--- config.mk ---
export PLATFORM = sky130hd
export DESIGN_NAME = two_port_sema_bank
export DESIGN_NICKNAME = d
export VERILOG_FILES = /design/src/rtl/sema_pkg.sv /design/src/rtl/sema_port_dec.sv /design/src/rtl/sema_cell.sv /design/src/rtl/sema_rd_reg.sv /design/src/rtl/two_port_sema_bank.sv
export SDC_FILE = /design/constraint.sdc
export NUM_CORES = 1
export LEC_CHECK = 0
export BUFFER_PORTS_ARGS = -buffer_cell sky130_fd_sc_hd__buf_4
export CORE_MARGIN = 2
export CORE_UTILIZATION = 38
export DETAILED_ROUTE_END_ITERATION = 12
export HOLD_SLACK_MARGIN = 0.12
export PLACE_DENSITY_LB_ADDON = 0.05
export SLEW_MARGIN = 40
export SYNTH_ARGS = -nofsm -noshare
export SYNTH_HDL_FRONTEND = slang
export SYNTH_HIERARCHICAL = 1
export SYNTH_SLANG_ARGS = --single-unit
export TNS_END_PERCENT = 10
--- constraint.sdc ---
create_clock -name clk -period 3.7 [get_ports clk]
set_input_delay 0.74 -clock clk [delete_from_list [all_inputs] [get_ports clk]]
set_output_delay 0.74 -clock clk [all_outputs]
set_load 0.05 [all_outputs]
--- src/rtl/sema_pkg.sv ---
package sema_pkg;
  typedef enum logic [1:0] {
    OWN_NONE  = 2'd0,
    OWN_LEFT  = 2'd1,
    OWN_RIGHT = 2'd2
  } owner_e;

  typedef struct packed {
    logic wr;
    logic val;
  } wr_req_t;
endpackage

--- src/rtl/sema_port_dec.sv ---
module sema_port_dec #(
  parameter int ADDR_W = 14,
  parameter int DATA_W = 9,
  parameter int IDX_W  = 3,
  localparam int NUM   = 1 << IDX_W
) (
  input  logic              sel,
  input  logic              we,
  input  logic [ADDR_W-1:0] addr,
  input  logic [DATA_W-1:0] wdata,
  output logic [NUM-1:0]    wr_hit,
  output logic              wr_val,
  output logic              rd_req,
  output logic [IDX_W-1:0]  rd_idx
);
  logic [IDX_W-1:0] idx;
  assign idx    = addr[IDX_W-1:0];
  assign wr_val = wdata[0];
  assign rd_req = sel && !we;
  assign rd_idx = idx;

  generate
    for (genvar g = 0; g < NUM; g++) begin : g_hit
      assign wr_hit[g] = sel && we && (idx == IDX_W'(g));
    end
    if (ADDR_W > IDX_W) begin : g_addr_hi
      logic unused_addr_hi;
      assign unused_addr_hi = ^addr[ADDR_W-1:IDX_W];
    end
    if (DATA_W > 1) begin : g_data_hi
      logic unused_data_hi;
      assign unused_data_hi = ^wdata[DATA_W-1:1];
    end
  endgenerate
endmodule

--- src/rtl/sema_cell.sv ---
module sema_cell
  import sema_pkg::*;
(
  input  logic clk,
  input  logic rst,
  input  logic wr_l,
  input  logic val_l,
  input  logic wr_r,
  input  logic val_r,
  output logic own_l,
  output logic own_r,
  output logic req_l,
  output logic req_r
);
  owner_e owner_q, owner_nx;
  logic   req_l_q, req_r_q, req_l_nx, req_r_nx;

  // a write of 0 raises the side's request, a write of 1 drops it
  assign req_l_nx = wr_l ? ~val_l : req_l_q;
  assign req_r_nx = wr_r ? ~val_r : req_r_q;

  always_comb begin
    owner_nx = owner_q;
    unique case (owner_q)
      OWN_LEFT: begin
        if (!req_l_nx) owner_nx = req_r_nx ? OWN_RIGHT : OWN_NONE;
      end
      OWN_RIGHT: begin
        if (!req_r_nx) owner_nx = req_l_nx ? OWN_LEFT : OWN_NONE;
      end
      default: begin
        if (req_l_nx)      owner_nx = OWN_LEFT;
        else if (req_r_nx) owner_nx = OWN_RIGHT;
        else               owner_nx = OWN_NONE;
      end
    endcase
  end

  always_ff @(posedge clk) begin
    if (rst) begin
      owner_q <= OWN_NONE;
      req_l_q <= 1'b0;
      req_r_q <= 1'b0;
    end else begin
      owner_q <= owner_nx;
      req_l_q <= req_l_nx;
      req_r_q <= req_r_nx;
    end
  end

  assign own_l = (owner_q == OWN_LEFT);
  assign own_r = (owner_q == OWN_RIGHT);
  assign req_l = req_l_q;
  assign req_r = req_r_q;
endmodule

--- src/rtl/sema_rd_reg.sv ---
module sema_rd_reg #(
  parameter int DATA_W = 9,
  parameter int IDX_W  = 3,
  localparam int NUM   = 1 << IDX_W
) (
  input  logic              clk,
  input  logic              rst,
  input  logic              rd_req,
  input  logic [IDX_W-1:0]  rd_idx,
  input  logic [NUM-1:0]    own_mine,
  output logic              rvalid,
  output logic [DATA_W-1:0] rdata
);
  always_ff @(posedge clk) begin
    if (rst) begin
      rvalid <= 1'b0;
      rdata  <= '1;
    end else begin
      rvalid <= rd_req;
      if (rd_req) rdata <= {DATA_W{~own_mine[rd_idx]}};
    end
  end
endmodule

--- src/rtl/two_port_sema_bank.sv ---
module two_port_sema_bank #(
  parameter int ADDR_W = 14,
  parameter int DATA_W = 9,
  parameter int IDX_W  = 3
) (
  input  logic              clk,
  input  logic              rst,
  input  logic              l_sel,
  input  logic              l_we,
  input  logic [ADDR_W-1:0] l_addr,
  input  logic [DATA_W-1:0] l_wdata,
  output logic              l_rvalid,
  output logic [DATA_W-1:0] l_rdata,
  input  logic              r_sel,
  input  logic              r_we,
  input  logic [ADDR_W-1:0] r_addr,
  input  logic [DATA_W-1:0] r_wdata,
  output logic              r_rvalid,
  output logic [DATA_W-1:0] r_rdata
);
  localparam int NUM = 1 << IDX_W;

  logic [NUM-1:0]   hit_l, hit_r;
  logic             val_l, val_r;
  logic             rd_l, rd_r;
  logic [IDX_W-1:0] ridx_l, ridx_r;
  logic [NUM-1:0]   own_l_v, own_r_v, req_l_v, req_r_v;

  sema_port_dec #(.ADDR_W(ADDR_W), .DATA_W(DATA_W), .IDX_W(IDX_W)) u_dec_l (
    .sel(l_sel), .we(l_we), .addr(l_addr), .wdata(l_wdata),
    .wr_hit(hit_l), .wr_val(val_l), .rd_req(rd_l), .rd_idx(ridx_l)
  );

  sema_port_dec #(.ADDR_W(ADDR_W), .DATA_W(DATA_W), .IDX_W(IDX_W)) u_dec_r (
    .sel(r_sel), .we(r_we), .addr(r_addr), .wdata(r_wdata),
    .wr_hit(hit_r), .wr_val(val_r), .rd_req(rd_r), .rd_idx(ridx_r)
  );

  generate
    for (genvar g = 0; g < NUM; g++) begin : g_cell
      sema_cell u_cell (
        .clk(clk), .rst(rst),
        .wr_l(hit_l[g]), .val_l(val_l),
        .wr_r(hit_r[g]), .val_r(val_r),
        .own_l(own_l_v[g]), .own_r(own_r_v[g]),
        .req_l(req_l_v[g]), .req_r(req_r_v[g])
      );
    end
  endgenerate

  sema_rd_reg #(.DATA_W(DATA_W), .IDX_W(IDX_W)) u_rd_l (
    .clk(clk), .rst(rst), .rd_req(rd_l), .rd_idx(ridx_l),
    .own_mine(own_l_v), .rvalid(l_rvalid), .rdata(l_rdata)
  );

  sema_rd_reg #(.DATA_W(DATA_W), .IDX_W(IDX_W)) u_rd_r (
    .clk(clk), .rst(rst), .rd_req(rd_r), .rd_idx(ridx_r),
    .own_mine(own_r_v), .rvalid(r_rvalid), .rdata(r_rdata)
  );
endmodule

# ---- Word level (Yosys, flattened, before mapping)
# Cells that the tools add are included.
dict set report word_totals {
  reg_bits 36
  latchBits 0
  ramBits 0
  rom_bits 0
  inputBits 52
  output_inout_bits 20
  word_cells 180
  mem_count 0
}
dict set report classes {
  add_sub_neg 0
  multipliers 0
  div 0
  n_lt_le_gt_ge 2
  eq_ne 46
  shift 0
  n_mux 68
  n_bitwise 4
  reduce_logical 32
}
# cell n
set ops {}
lappend ops {{2-to-1 mux 2 bit} 32}
lappend ops {{inequality test 2 bit (second input constant)} 16}
lappend ops {{one-hot mux 2 bit (2 select lines)} 8}
lappend ops {{2-to-1 mux 1 bit} 26}
lappend ops {{== test 3 bit (second input constant)} 8}
lappend ops {{logical AND 1 bit} 20}
lappend ops {{== test 2 x 1 -> 1 bit (second input constant)} 8}
lappend ops {{== test 2 bit (second input constant)} 8}
lappend ops {{AND reduction 2 bit} 8}
lappend ops {{== test 3 x 2 -> 1 bit (second input constant)} 4}
lappend ops {{< comparator 3 x 4 -> 1 bit (second input constant)} 2}
lappend ops {{binary-select mux 1 bit (select 3 bit)} 2}
lappend ops {{== test 3 x 1 -> 1 bit (second input constant)} 2}
lappend ops {{zero test 3 bit} 2}
lappend ops {{NOT 1 bit} 4}
lappend ops {{zero test 1 bit} 2}

# ---- Logic depth before layout (Yosys ltp)
# Gate-level depths: netlist of run 1.
dict set report logic_depth {
  depth_word 6
  depth_mapped 6
  mapped_depth_nobuf 6
}

# ---- By module
# The synthesis of run 1 kept the hierarchy.
# module instances cells_per_inst area_each_um2 seq_area_each_um2
set modules_own_cells {}
lappend modules_own_cells {{sema_cell (g_cell[0].u_cell ...)} 6 26 226.5 80.1}
lappend modules_own_cells {{sema_cell (g_cell[6].u_cell ...)} 2 26 256.5 80.1}
lappend modules_own_cells {sema_rd_reg 2 19 186.4 40.0}
lappend modules_own_cells {sema_port_dec 2 18 127.6 0.0}

# ---- Worst setup path after synthesis of run 1
# No wires, ideal clock.
dict set report synth_timing {
  kind {input to register}
  startpoint {in r_addr[0]}
  endpoint {reg g_cell[0].u_cell.owner_q[1]}
  setup_time_ns 0.122
  arrival_ns 1.707
  required_ns 3.578
  path_slack_ns 1.871
  path_stages 6
  path_buffers 0
  cell_sequence {nand3b_4 > nor3_2 > nor2b_1 > o21ba_1 > and3_1 > a311o_1}
}
dict set report synth_via {
  elab_chain_len 6
  elab_cells_between_ends 9
  cone_classes {1 x eq/ne; 5 x mux; 3 x reduce/logical}
}
# element line
set synth_rtl {}
lappend synth_rtl {{start: declaration} two_port_sema_bank.sv:16} ;# input logic [ADDR_W-1:0] r_addr,
lappend synth_rtl {{zero test 3 bit (*)} sema_port_dec.sv:24} ;# assign wr_hit[g] = sel && we && (idx == IDX_W'(g));
lappend synth_rtl {{logical AND 1 bit (*)} sema_port_dec.sv:24}
lappend synth_rtl {{via hit_r[0]} two_port_sema_bank.sv:23} ;# logic [NUM-1:0] hit_l, hit_r;
lappend synth_rtl {{2-to-1 mux 1 bit (*)} sema_cell.sv:20} ;# assign req_r_nx = wr_r ? ~val_r : req_r_q;
lappend synth_rtl {{2-to-1 mux 2 bit} {sema_cell.sv:26, sema_cell.sv:33}}
lappend synth_rtl {{2-to-1 mux 2 bit (on tied branches)} {sema_cell.sv:32, sema_cell.sv:26}}
lappend synth_rtl {{one-hot mux 2 bit (2 select lines)} sema_cell.sv:24} ;# unique case (owner_q)
lappend synth_rtl {{end signal: assignment} sema_cell.sv:45} ;# owner_q <= owner_nx;
lappend synth_rtl {{end: declaration} sema_cell.sv:15} ;# owner_e owner_q, owner_nx;
# The timed path passes the listed nets; every way through them passes the cells marked *. The select of a mux whose other input is x is not followed.
# A chain may end at the register's enable or synchronous reset.

# ---- Worst setup path in the final report of run 1
dict set report layout_timing {
  startpoint {in l_addr[0]}
  endpoint {reg g_cell[6].u_cell.owner_q[1]}
}
dict set report layout_via {
  elab_chain_len 5
  elab_cells_between_ends 7
  cone_classes {2 x eq/ne; 3 x mux; 2 x reduce/logical}
}
# element line
set layout_rtl {}
lappend layout_rtl {{start: declaration} two_port_sema_bank.sv:10} ;# input logic [ADDR_W-1:0] l_addr,
lappend layout_rtl {{== test 3 bit (*)} sema_port_dec.sv:24}
lappend layout_rtl {{logical AND 1 bit (*)} sema_port_dec.sv:24}
lappend layout_rtl {{via hit_l[6]} two_port_sema_bank.sv:23}
lappend layout_rtl {{2-to-1 mux 1 bit (*)} sema_cell.sv:19} ;# assign req_l_nx = wr_l ? ~val_l : req_l_q;
lappend layout_rtl {{2-to-1 mux 2 bit / inequality test 2 bit (equally long branches)} --}
lappend layout_rtl {{one-hot mux 2 bit (2 select lines) / AND reduction 2 bit (equally long branches)} --}
lappend layout_rtl {{end signal: assignment} sema_cell.sv:45}
lappend layout_rtl {{end: declaration} sema_cell.sv:15}
# The timed path passes the listed nets; every way through them passes the cells marked *.

==> results of run 1 <==
## critical path, cell delays in order
cell and delay, ns:
sky130_fd_sc_hd__buf_4 0.14, sky130_fd_sc_hd__nand3b_4 0.19, sky130_fd_sc_hd__nor2_1 0.15, sky130_fd_sc_hd__mux2i_1 0.36
sky130_fd_sc_hd__nor4b_1 0.11, sky130_fd_sc_hd__a311o_1 0.32
## final cells by class
type	count	area, um2
multi-input combinational	204	1530
clock buffer	6	72.6
tap	77	96.3
sequential	36	721
fill	638	3610
timing repair buffer	33	248
inverter	18	67.6
clock inverter	1	5.00
## flip-flops by register name, summed over array words and instances (netlist names)
name / count
g_cell.u_cell/owner_q: 16
g_cell.u_cell/req_l: 8
g_cell.u_cell/req_r: 8
u_rd_l/rdata: 1
u_rd_l/rvalid: 1
u_rd_r/rdata: 1
u_rd_r/rvalid: 1
## cell usage in the layout (no fill, tap or decap), types with 6 or more instances in the layout
cell	count
sky130_fd_sc_hd__a211o_1	6
sky130_fd_sc_hd__a311o_1	10
sky130_fd_sc_hd__and3_1	14
sky130_fd_sc_hd__buf_4	33
sky130_fd_sc_hd__dfxtp_1	36
sky130_fd_sc_hd__ha_1	20
sky130_fd_sc_hd__inv_1	18
sky130_fd_sc_hd__nand2_1	8
sky130_fd_sc_hd__nand2b_1	6
sky130_fd_sc_hd__nand3b_1	8
sky130_fd_sc_hd__nor2_1	50
sky130_fd_sc_hd__nor2b_1	12
sky130_fd_sc_hd__nor2b_4	6
sky130_fd_sc_hd__o211ai_1	6
sky130_fd_sc_hd__o21ai_0	6
sky130_fd_sc_hd__o21ai_1	12
sky130_fd_sc_hd__o21ba_1	6
## power by group through the flow
stage          Sequential [W]  Clock [W]  Combinational [W]
2_1_floorplan        0.000417          0           0.000105
3_3_place_gp         0.000410          0           0.000147
3_5_place_dp         0.000410          0           0.000148
4_1_cts              0.000401   0.000287           0.000148
5_1_grt              0.000402   0.000303           0.000158
6_report             0.000401   0.000273           0.000147
## cells by family (layout without fill, tap and decap cells)
kind of cell / after synthesis / in the layout / synth area share, %
and+or+nand+nor: 120 / 120 / 29.6
AOI/OAI and AO/OA: 56 / 56 / 17.2
buffers and inverters: 42 / 58 / 9.91
DFF: 36 / 36 / 28.8
adders and majority gates: 20 / 20 / 10.0
muxes: 8 / 8 / 4.40
## per-stage QoR
stage	instances	area (um2)
floorplan	282	2500
global placement	368	2660
detailed placement	368	2660
CTS	375	2740
global route	375	2740
finish	375	2740
## worst max-delay path by stage
stage	from	to	slack, ns	depth (start not counted)
2_1_floorplan	r_addr[0]	g_cell[0].u_cell/owner_q[1]	1.87	6
3_3_place_gp	l_addr[0]	g_cell[6].u_cell/owner_q[1]	1.56	6
3_5_place_dp	l_addr[0]	g_cell[6].u_cell/owner_q[1]	1.55	6
4_1_cts	l_addr[0]	g_cell[6].u_cell/owner_q[1]	1.85	6
5_1_grt	l_addr[0]	g_cell[2].u_cell/owner_q[1]	1.70	7
6_report	l_addr[0]	g_cell[6].u_cell/owner_q[1]	1.86	6
## metal layers
layer | vias up | track usage, % | wire (um)
met3 | 8 | 2.92 | 154
met1 | 874 | 21.0 | 2730
met2 | 26 | 23.7 | 2290
met5 | - | 0 | 0
met4 | 0 | 5.63 | 74
li1 | 996 | - | -
==> run summary, run 1 <==
The flow ran to the end, and the final reports show no timing, DRC or antenna violations. The mean post-synth cell area is 8.86 um2, and the switching power share of the total is 30.2%. After detailed routing, the average wire length per cell comes to 14.0 um. The first global-routing pass estimated 8710 um of wire. For the worst setup path, the data arrival time is 2.02 ns.

The tools report the mapped cell area as 2500 um2. Ranked by instance count, the synthesized netlist is headed by sky130_fd_sc_hd__nor2_1, sky130_fd_sc_hd__dfxtp_1, sky130_fd_sc_hd__buf_4. For this design the top-level I/O count stands at 72. The initial utilization of the core area, before any placement, comes to 39.4%.

The minimum setup slack after placement is 1.55 ns. The tools report the terminus of the critical flop-to-flop path as u_rd_r/rdata[0]. The run gives 33.3% as the clock share of power. Number of buffer cells added on primary ports: 33.

The TritonCTS sink count is 36. The first routing iteration left 74 violations. The synthesized netlist net count is 354.

Cells fill 43.2% of the core in the end. For this design the total switching power over the nets is 0.000248 W. The startpoint identified for the worst register-to-register timing path is g_cell[7].u_cell/owner_q[0]. The run gives 0 as the number of setup buffers added after CTS. For this run, the number of Yosys warnings is 6. TritonCTS built the clock tree. The die width is 85.1 um. The relative slew slack was 73.5%; the peak fanout along the critical path was 5. Clock-pin slew was measured on the worst setup and hold paths at 0.07 ns.

Area growth from synthesis to layout: 9.66%. For the aggregate global-route resource usage, the log shows 15.2%. Setup repair after global routing left no endpoint under its margin. In the finished design, the share of the clock period the worst path needs comes to 49.9%. In this run the clock root is driven by a sky130_fd_sc_hd__clkbuf_8. The internal portion of the total power is 0.000573 W. In the post-synthesis netlist, the biggest area contributors are sky130_fd_sc_hd__dfxtp_1, sky130_fd_sc_hd__ha_1, sky130_fd_sc_hd__nor2_1, sky130_fd_sc_hd__buf_4, sky130_fd_sc_hd__a311o_1. Of the synthesized area, sequential elements account for 28.8%. The total wire length was 5240 um. The overall via count from detail_route is 1,904, and the share of async-settable or async-resettable flops after synthesis is 0%. The first detailed-routing pass took 4 iterations. Total power for the finished layout comes to 0.000821 W. Of the total power, registers draw 48.8%.

Post-CTS repair changed the size of 0 cells. The tools report the upper clock frequency limit as 542 MHz. The post-route netlist has 21.8% of its cells at a drive strength greater than 1.

For this design, the CTS-stage hold fixing added 0 buffers. The hold path endpoint was g_cell[6].u_cell/req_r. The final layout net count is 370, and the power per cell area is 300 nW/um2. The height of the die is 85.1 um, and the number of antenna violations at the first check in global routing is 0. The antenna diode count was 0; the maximum clock insertion buffer count was 2. In this run the remaining antenna-violating nets after routing total 0. The routed design could run at a clock period as short as 1.84 ns. The tools report the startpoint of the tightest hold check path as g_cell[6].u_cell/req_r. The top cell type's share of synthesized area was 28.8%; the final worst slack was 1.86 ns. Buffers inserted during clock tree synthesis total 5. In the synthesized netlist, the number of instances is 282. After routing, the total negative slack on setup checks comes to 0 ns.

The setup violation total in the final timing report was 0. The worst setup path is launched from an input pin. The kind of critical path was in -> reg.

After synthesis the netlist holds a flip-flop and latch count of 36. The measured slew at the worst slew-check pin was 0.397 ns. In the synthesized netlist the dominant register cell turns out to be sky130_fd_sc_hd__dfxtp_1. After detailed routing, the number of remaining DRC violations is 0. The biggest area contributor in the post-synthesis netlist is sky130_fd_sc_hd__dfxtp_1. Number of cells traversed by the worst hold path: 2. Global routing finished with a remaining overflow of 0. The tools report the half-perimeter wire length of the detailed placement result as 3850 um. The run gives 0.504 ns as the tightest hold margin. The static power due to leakage came out at 1.12 nW. The run gives 2.00 ns as the minimum setup slack among reg-to-reg paths. The floorplan step defined a core boundary enclosing 6350 um2.

The largest net degree at the start of global routing came out at 37. The number of global-route vias before repair is 1,803. The die covers 7240 um2. Combinational cells account for 17.9% of the total power. In this run the number of H-tree levels came out at 2. The total count of hold-check failures in the final report is 0, and the number of standard-cell rows in the floorplan is 29. The capturing element type of the critical path was a flop. For the source-to-sink clock delay at the later pin of the worst-skew pair, the log shows 0.29 ns. For the worst setup path, the data required time is 3.88 ns. The worst vdd rail ir drop is 145 uV, and the worst-case clock skew is 0.00655 ns.

The cell with the most instances after synthesis was sky130_fd_sc_hd__nor2_1. Dividing the detail-routed via count by the number of cells gives 5.08. The tool flagged a number of max-cap violations equal to 0. The count of cell types in the netlist came out at 32.

In this run the worst hold path is classified as reg -> reg. The total count of max-transition violations in the final report is 0. Routability-driven placement finished with a final weighted congestion of 0.726. The logic depth of the worst register-to-register path was 5; the number of enable flip-flop cells after synthesis was 0.
No activity file was read; power rests on OpenSTA's default activity.
==> run 2: changes to the inputs <==
==> constraint.sdc (replaced) <==
create_clock -name clk -period 1.7 [get_ports clk]
set_input_delay 0.34 -clock clk [delete_from_list [all_inputs] [get_ports clk]]
set_output_delay 0.34 -clock clk [all_outputs]
set_load 0.05 [all_outputs]
==> run 2 against run 1 <==
- worst setup slack worse by 1.8 ns
- worst hold slack got worse by 0.078 ns
- sequential power is 120% higher
- critical endpoint is now u_rd_r/rdata[0]
==> run summary, run 2 (synthesized netlist as in run 1, its figures left out) <==
The run finished with clean final reports. The tree is rooted in a sky130_fd_sc_hd__clkbuf_8. The largest net degree at the start of global routing is 26, and the switching power share of the total is 29.5%. Measured slew at the worst slew-check pin: 0.306 ns. The kind of critical path is reg -> reg. The die area is 7240 um2.

Setup slack on the worst reg-to-reg path comes out at 0.08 ns. On the final layout, the worst hold slack is 0.426 ns. In this run, the number of DRC markers left after iteration 0 of detailed routing was 64.

The startpoint of the most critical setup path is g_cell[7].u_cell/owner_q[0]. After global routing the overflow that remains totals 0. The residual antenna-violating net count after detailed routing was 0. The number of setup buffers added after CTS is 0.

The final setup TNS was 0 ns; the detailed-router iteration count before antenna repair was 4. The logs give 0.00179 W for the final total power and 0 for the total count of max-transition violations in the final report. The total count of hold-check failures in the final report was 0; the number of gates resized after CTS was 0.

The core region is 6350 um2. The average wire per standard cell works out to 13.6 um. The register with the most flip-flops in the layout has 16 of them.

The count of boundary I/O pins was 72. The sequential group share of total power was 48.9%. From synthesis to final layout, the design area changed by 13.0%. The number of hold buffers added after CTS was 0.

In this run, the combinational gates consume 18.5% of the power. The top cell types in the final layout, fill and taps aside, are sky130_fd_sc_hd__nor2_1, sky130_fd_sc_hd__buf_4, sky130_fd_sc_hd__dfxtp_1. Once detailed placement completed, the half-perimeter wirelength came to 4010 um. The die is 85.1 um wide. The floorplan has 29 rows.

STA classifies the critical path startpoint as a flop. In this run the tool buffered the top-level ports with 33 buffer cells. The terminus of the critical flop-to-flop path is u_rd_r/rdata[0].

The number of placed instances, taps included, is 379. TritonCTS built the clock tree. The routability congestion estimate came out at 0.808. The tool flagged a number of max-cap violations equal to 0. In this run the critical register-to-register path is launched from g_cell[7].u_cell/owner_q[0]. The worst setup path is captured at a flop.

In this run the power density over the cells is 633 nW/um2. Excluding fillers, the count of instances in the completed layout stands at 386. The tools report the worst-case clock skew as 0.00638 ns. The arrival time of data at the critical path endpoint came out at 1.85 ns.

The peak fanout along the critical path is 4. Based on the critical path, the design can be clocked at up to 618 MHz. The clock network burns 32.6% of the power. The setup violation total in the final timing report is 0, and the final cycle utilization of the critical path is 95.1%. Summed over all cells, the static leakage comes to 1.18 nW.

For this run, design rule violations remaining after detail routing come to 0. The clock-pin slew of the registers on the worst-case setup and hold paths was 0.07 ns. The overall via count from detail_route was 1,933; the relative slew slack was 79.0%.

After the last flow step, the layout net total stands at 381. For the initial cell density of the core, the log shows 39.4%. The tools report the total wire length as 5260 um. Maximum clock insertion buffer count: 2.

Global routing consumed, over all layers together, 15.2% of the routing resources. The number of antenna violations at the first check in global routing came out at 0. The H-tree was split into 2 levels. The minimum period implied by the final worst setup slack was 1.62 ns; the number of buffers created by CTS was 5.

The layer carrying the most global-route usage was met2. The utilization of the core after routing is 44.5%, and the detail-routed via count per cell is 5.01. Across the VDD grid, the largest voltage drop is 265 uV.

The logs give 2.53% for the met3 track utilization from global routing and 0.00126 W for the internal power. The later pin in the worst-skew pair is clocked with a latency of 0.28 ns. The top register by number of flip-flops was g_cell.u_cell/owner_q. For the met1 global-route usage, the log shows 21.3%.

The layout cell share with drive strength beyond 1 was 24.6%; the logic depth of the worst register-to-register path was 5. The TritonCTS sink count was 36. The height of the die was 85.1 um. The logs give 8780 um for the first-pass GRT wire length and 0.000528 W for the switching power of the nets.

Setup repair after global routing left no endpoint under its margin. For met2 alone, demand over resource in global routing was 23.6%. The worst hold path class is in -> reg. Leaving out fill and tap cells, the most frequent cell in the layout is sky130_fd_sc_hd__nor2_1.

Data on the critical path is required at its endpoint by 1.93 ns. 0 antenna diodes ended up in the layout. The number of global-route vias before repair is 1,843. The most critical setup path has its endpoint at u_rd_r/rdata[0].
-- run 2: power by group through the flow --
stage / Combinational [W] / Sequential [W] / Clock (W)
final: 0.000331 / 0.000873 / 0.000583
after global routing: 0.000355 / 0.000876 / 0.000649
after CTS: 0.000333 / 0.000873 / 0.000613
after detailed placement: 0.000332 / 0.000893 / 0
after global placement: 0.000334 / 0.000892 / 0
after floorplan: 0.000229 / 0.000907 / 0
-- run 2: worst min path at each step --
| stage | startpoint | to | slack [ns] | depth (start not counted) |
|---|---|---|---|---|
| floorplan | rst | g_cell[6].u_cell/req_r | 0.41 | 1 |
| global placement | g_cell[6].u_cell/req_r | g_cell[6].u_cell/req_r | 0.50 | 2 |
| detailed placement | g_cell[6].u_cell/req_r | g_cell[6].u_cell/req_r | 0.49 | 2 |
| finish | rst | u_rd_r/rvalid | 0.43 | 2 |
| CTS | rst | u_rd_r/rvalid | 0.42 | 2 |
| global route | rst | u_rd_r/rvalid | 0.43 | 2 |
-- run 2: stage by stage --
stage / area, um2 / setup slack, ns
global placement: 2750 / -0.00716
finish: 2820 / 0.0826
detailed placement: 2750 / 0.00166
global route: 2820 / 0.0379
CTS: 2820 / 0.0766
floorplan: 2500 / 0.224
-- run 2: layout make-up --
| cell class | count | area, um2 |
|---|---|---|
| clock buffers | 6 | 72.6 |
| clock inverters | 1 | 5.00 |
| inverters | 18 | 67.6 |
| fillers | 620 | 3530 |
| well taps | 77 | 96.3 |
| multi-input cells | 204 | 1530 |
| flip-flops and latches | 36 | 721 |
| repair buffers | 44 | 330 |
-- run 2: routing by layer --
layer / share of wire (%) / vias to the layer above
li1: - / 1015
met1: 52 / 884
met2: 43 / 28
met3: 3.3 / 6
met4: 1.1 / 0
met5: 0 / -
-- run 2: critical path, cell delays in order (launching register included) --
cell and delay, ns:
sky130_fd_sc_hd__dfxtp_1 0.37, sky130_fd_sc_hd__inv_1 0.09, sky130_fd_sc_hd__ha_1 0.25, sky130_fd_sc_hd__mux4_2 0.47, sky130_fd_sc_hd__a22oi_1 0.21, sky130_fd_sc_hd__a311o_1 0.18
